## config.mk

```make
export PLATFORM = sky130hd
export DESIGN_NAME = pix_color_mux
export DESIGN_NICKNAME = d
export VERILOG_FILES = /design/src/rtl/pix_color_mux.sv
export SDC_FILE = /design/constraint.sdc
export NUM_CORES = 1
export LEC_CHECK = 0
export BUFFER_PORTS_ARGS = -buffer_cell sky130_fd_sc_hd__buf_4
export CAP_MARGIN = 15
export CORE_ASPECT_RATIO = 0.8
export CORE_MARGIN = 2
export CORE_UTILIZATION = 43
export CTS_BUF_LIST = sky130_fd_sc_hd__clkbuf_16
export CTS_CLUSTER_SIZE = 30
export DETAILED_ROUTE_END_ITERATION = 10
export GPL_ROUTABILITY_DRIVEN = 0
export PLACE_DENSITY = 0.8
export RECOVER_POWER = 25
export SYNTH_ARGS = -nofsm -noshare
export SYNTH_HDL_FRONTEND = slang
export SYNTH_SLANG_ARGS = --single-unit
```

## constraint.sdc

```tcl
create_clock -name clk -period 1.83 [get_ports clk]
set_input_delay 0.183 -clock clk [delete_from_list [all_inputs] [get_ports clk]]
set_output_delay 0.183 -clock clk [all_outputs]
set_load 0.01 [all_outputs]
```

## src/rtl/pix_color_mux.sv

```systemverilog
module pix_color_mux #(
  parameter int WIDTH = 640,
  parameter int HEIGHT = 480,
  parameter logic [7:0] DIRECT_CODE = 8'h03
) (
  input  logic        clk,
  input  logic        rst_n,
  input  logic        in_valid,
  output logic        in_ready,
  input  logic [7:0]  in_index,
  input  logic [31:0] in_deep,
  input  logic [31:0] in_ctrl,
  output logic        pal_rd_en,
  output logic [7:0]  pal_addr,
  input  logic [23:0] pal_rdata,
  output logic        out_valid,
  input  logic        out_ready,
  output logic [23:0] out_color,
  output logic        out_eol,
  output logic        out_eof
);
  localparam int MAX_COLS = 1024;
  localparam int CW = (WIDTH > 1) ? $clog2(WIDTH) : 1;
  localparam int RW = (HEIGHT > 1) ? $clog2(HEIGHT) : 1;

  logic [CW-1:0] col;
  logic [RW-1:0] row;
  logic          s_valid, s_direct, s_eol, s_eof;
  logic [23:0]   s_rgb;

  wire take     = in_valid & in_ready;
  wire last_col = (col == CW'(WIDTH - 1));
  wire last_row = (row == RW'(HEIGHT - 1));

  assign in_ready  = ~s_valid | out_ready;
  assign pal_rd_en = take;
  assign pal_addr  = in_index;
  assign out_valid = s_valid;
  assign out_color = s_direct ? s_rgb : pal_rdata;
  assign out_eol   = s_eol;
  assign out_eof   = s_eof;

  always_ff @(posedge clk) begin
    if (!rst_n) begin
      s_valid  <= 1'b0;
      s_direct <= 1'b0;
      s_rgb    <= '0;
      s_eol    <= 1'b0;
      s_eof    <= 1'b0;
      col      <= '0;
      row      <= '0;
    end else if (in_ready) begin
      s_valid <= in_valid;
      if (in_valid) begin
        s_direct <= (in_ctrl[31:24] == DIRECT_CODE);
        s_rgb    <= in_deep[23:0];
        s_eol    <= last_col;
        s_eof    <= last_col & last_row;
        col      <= last_col ? '0 : col + 1'b1;
        if (last_col) row <= last_row ? '0 : row + 1'b1;
      end
    end
  end

  initial a_r7_geometry: assert (WIDTH >= 2 && WIDTH <= MAX_COLS && HEIGHT >= 2);

  a_r4_valid_follows: assert property (@(posedge clk) disable iff (!rst_n)
    (in_valid && in_ready) |=> out_valid);

  a_r5_hold: assert property (@(posedge clk) disable iff (!rst_n)
    (out_valid && !out_ready) |=> (out_valid && $stable(out_color)
                                   && $stable(out_eol) && $stable(out_eof)));

  a_r5_backpressure: assert property (@(posedge clk) disable iff (!rst_n)
    (out_valid && !out_ready) |-> !in_ready);

  a_r8_eof_on_eol: assert property (@(posedge clk) disable iff (!rst_n)
    (out_valid && out_eof) |-> out_eol);

  a_r6_read_on_accept: assert property (@(posedge clk) disable iff (!rst_n)
    pal_rd_en |-> (in_valid && in_ready));
endmodule

```

==> run_results.csv <==
group,metric,value,unit
status,outcome,"finished, final reports clean",
yosys,synth_area,0.00229,mm²
final_layout,n_antenna_cell,0,
yosys,ys_top_cells_by_area,"dfxtp_1 41%, mux2_2 12%, nand2_1 9.7%, a21oi_1 7.4%, buf_4 3.0%",
routing,dr.pass1.iters,4,
yosys,ys_types,42,
global_routing,grt_pass1_wl,9.07,mm
sta,holdWs,0.138,ns
clock_tree,cts_max_path_buffers,2,
die,dieWidth,85.6,µm
yosys,synthFlopType,"dfxtp_1",
critical_path,critical_path.startpoint_type,"flip-flop",
power,vdd.ir_drop.worst,0.513,mV
die,ios,137,
critical_path,crit_chain,"ha_1 -> nand4_1 -> o21ai_0 -> nor3_1 -> buf_4 -> a221o_1",
yosys,yosysTopAreaCell,"dfxtp_1",
final_layout,area_growth_syn_to_layout,34.6,%
routing,avgViaCountPerCell,5.16,
yosys,yosysSeqAreaShare,41.1,%
sta,final_hold_viol_count,0,
routing,drt_iter0_markers,90,
yosys,synth_nets,371,
routing,routed_wirelength,5.44,mm
sta,rsz0062_at_grt,"false",
sta,finalSetupTns,0,ns
routing,final_antenna_net_count,0,
clock_tree,cts_root_buffer,"clkbuf_16",
critical_path,critical_path.slowest_cell,"dfxtp_1",
power,leakage,1.28,nW
yosys,synth.top_cell.area_share,41.1,%
clock_tree,cts_num_sinks,47,
routing,vias,2121,
clock_tree,cts.reportedPaths.clkPinSlew,0.06,ns
clock_tree,ctsHtreeMaxLevel,2,
global_routing,grt_max_degree,29,
critical_path,crit_end,"row[3]$_SDFFE_PN0P_",
critical_path,crit_path_max_fanout,5,
power,p_int,1.73,mW
critical_path,end_kind,"flip-flop",
yosys,avgSynthCellArea,8.51,µm²
critical_path,r2r_start,"row[1]$_SDFFE_PN0P_",
clock_tree,clk-insertion-delay-late,0.29,ns
die,core_area,0.00506,mm²
placed_design,dp_hpwl,4.03,mm
critical_path,cp_slowest_stage_delay,0.39,ns
power,p_sw,0.532,mW
yosys,synth-async-reset-ratio,0,%
sta,max-slew-margin-rel,67.1,%
clock_tree,cts_setup_buffers,0,
die,rows,23,
sta,setup_viol,0,
power,swShare,23.5,%
yosys,yosys_warnings,0,
sta,max_freq,586,MHz
global_routing,antenna_found_initial,0,
power,power_density,736,mW/mm²
critical_path,r2r_cells,6,
sta,worstMarginPinSlew,0.493,ns
final_layout,final_net_count,450,
sta,fin_skew,0.00746,ns
sta,min_period_over_period,93.3,%
power,power_frac_comb,13.4,%
yosys,synth-edff-count,0,
yosys,synth_seq_cells,47,
clock_tree,hold_buffers,0,
critical_path,r2r_setup_slack,0.12,ns
critical_path,arrival,1.88,ns
die,die-area,0.00593,mm²
clock_tree,cts_buffers,5,
placed_design,portBuffers,88,
sta,period_minus_slack,1.71,ns
critical_path,required,2.01,ns
job,maxCapViolations,0,
global_routing,grt_use_total,18.9,%
die,die_h,69.3,µm
routing,wl_per_cell,13.2,µm
routing,drc_errors,0,
power,clock_power_share,38.7,%
final_layout,final_layout_size_suffix_gt1_share,37.8,%
power,power_frac_seq,47.9,%
yosys,netlist_instances,269,
hold_path,hp-class,"in2reg",
global_routing,grt-ovfl-total,0,
critical_path,r2r-end,"row[3]$_SDFFE_PN0P_",
die,start_util,45.2,%
critical_path,startpoint,"row[1]$_SDFFE_PN0P_",
global_routing,grt_pass1_vias,2044,
sta,slew_violations,0,
critical_path,criticalPathCategory,"reg2reg",
clock_tree,cts_tree,"done",
## synthesized netlist by cell type, types with 4 or more instances
master / instances
o31ai_1: 4
clkbuf_1: 5
xor2_1: 6
buf_4: 9
buf_1: 4
and3_1: 4
nand2_1: 59
nand4_1: 6
nor2_1: 10
inv_1: 5
buf_2: 5
nand3_1: 6
mux2_2: 25
a21oi_1: 34
or4_1: 5
dfxtp_1: 47
## cells in the final DEF (no fill, tap or decap), types with 2 or more instances in the layout
cell type | synthesis | final
clkbuf_16 | 0 | 5
mux2i_1 | 2 | 2
nor4_1 | 2 | 2
o31ai_1 | 4 | 4
nand3_4 | 1 | 2
inv_1 | 5 | 6
and3_1 | 4 | 4
o21a_1 | 2 | 2
nand3_1 | 6 | 6
or3_1 | 2 | 2
buf_4 | 9 | 91
dfxtp_1 | 47 | 47
nand4_1 | 6 | 6
mux2_2 | 25 | 25
a21oi_1 | 34 | 34
or4_1 | 5 | 5
or2_2 | 2 | 2
nor2_1 | 10 | 10
nand2_1 | 59 | 59
a221o_1 | 2 | 2
clkbuf_1 | 5 | 5
ha_1 | 2 | 2
nor3_1 | 2 | 2
xor2_1 | 6 | 6
o21ai_0 | 2 | 2
## sequential cells by signal, summed over array words and instances (netlist names)
signal	count
out_eof	1
row	9
s_rgb	24
col	10
s_direct	1
out_eol	1
out_valid	1
## critical path, delay by kind of cell (launching register included)
kind	cells	cell delay, ns
buffers and inverters	1	0.15
adder cells (fa/ha/maj)	1	0.21
AO/OA/AOI/OAI	2	0.56
flip-flops	1	0.39
AND/OR/NAND/NOR	2	0.29
## power by group through the flow
stage | Sequential [mW] | Clock [mW] | Combinational (mW)
global placement | 1.11 | 0 | 0.300
global route | 1.09 | 0.932 | 0.334
finish | 1.09 | 0.877 | 0.304
floorplan | 1.10 | 0 | 0.160
detailed placement | 1.11 | 0 | 0.309
CTS | 1.09 | 0.897 | 0.310
## routing by layer
layer	GRT usage, %	vias up	share of wire [%]
met4	7.94	0	1.6
met3	5.48	8	7.4
li1	-	1078	-
met5	0	-	0
met1	21.9	959	42
met2	32.3	76	49
## worst min-delay path by stage
stage / startpoint / cells past startpoint / endpoint / slack, ns
CTS: in_deep[16] / 3 / s_rgb[16]$_SDFFE_PN0P_ / 0.14
floorplan: in_deep[0] / 2 / s_rgb[0]$_SDFFE_PN0P_ / 0.32
global placement: in_index[1] / 0 / pal_addr[1] / 0.37
global route: in_deep[16] / 3 / s_rgb[16]$_SDFFE_PN0P_ / 0.15
detailed placement: in_index[1] / 0 / pal_addr[1] / 0.37
finish: in_deep[16] / 3 / s_rgb[16]$_SDFFE_PN0P_ / 0.14
## area by class of cell
class | instances | area, µm²
clock buffers | 5 | 125
clock inverters | 3 | 16.3
fillers | 456 | 1990
inverters | 7 | 26.3
multi-input cells | 191 | 1190
flip-flops and latches | 47 | 941
well taps | 62 | 77.6
repair buffers | 96 | 702
## timing repair
| item | in CTS | in global routing |
|---|---|---|
| resized for setup | 0 | 1 |
| setup endpoints to repair | 0 | 8 |
| hold endpoints to repair | 0 | 0 |
## cell families (layout without fill, tap and decap cells)
| family | count (synthesis) | after routing | synth area share [%] |
|---|---|---|---|
| buf+inv | 31 | 111 | 7.16 |
| mux | 27 | 27 | 13.2 |
| xor+xnor | 7 | 7 | 2.68 |
| fa+ha+maj | 2 | 2 | 1.09 |
| flops | 47 | 47 | 41.1 |
| simple gates | 108 | 108 | 23.1 |
| compound gates | 47 | 47 | 11.7 |
## stage by stage
| step | total power, mW | instance area [µm²] | setup WS [ns] | cells | utilization, % |
|---|---|---|---|---|---|
| after floorplan | 1.26 | 2290 | 0.235 | 269 | - |
| after global placement | 1.41 | 2950 | 0.139 | 403 | 58.2 |
| after detailed placement | 1.42 | 2950 | 0.0673 | 403 | 58.2 |
| after CTS | 2.29 | 3090 | 0.0602 | 411 | 61.0 |
| after global routing | 2.36 | 3080 | 0.00225 | 411 | 60.8 |
| final | 2.27 | 3080 | 0.123 | 411 | 60.8 |
No activity file was read; power rests on OpenSTA's default activity.
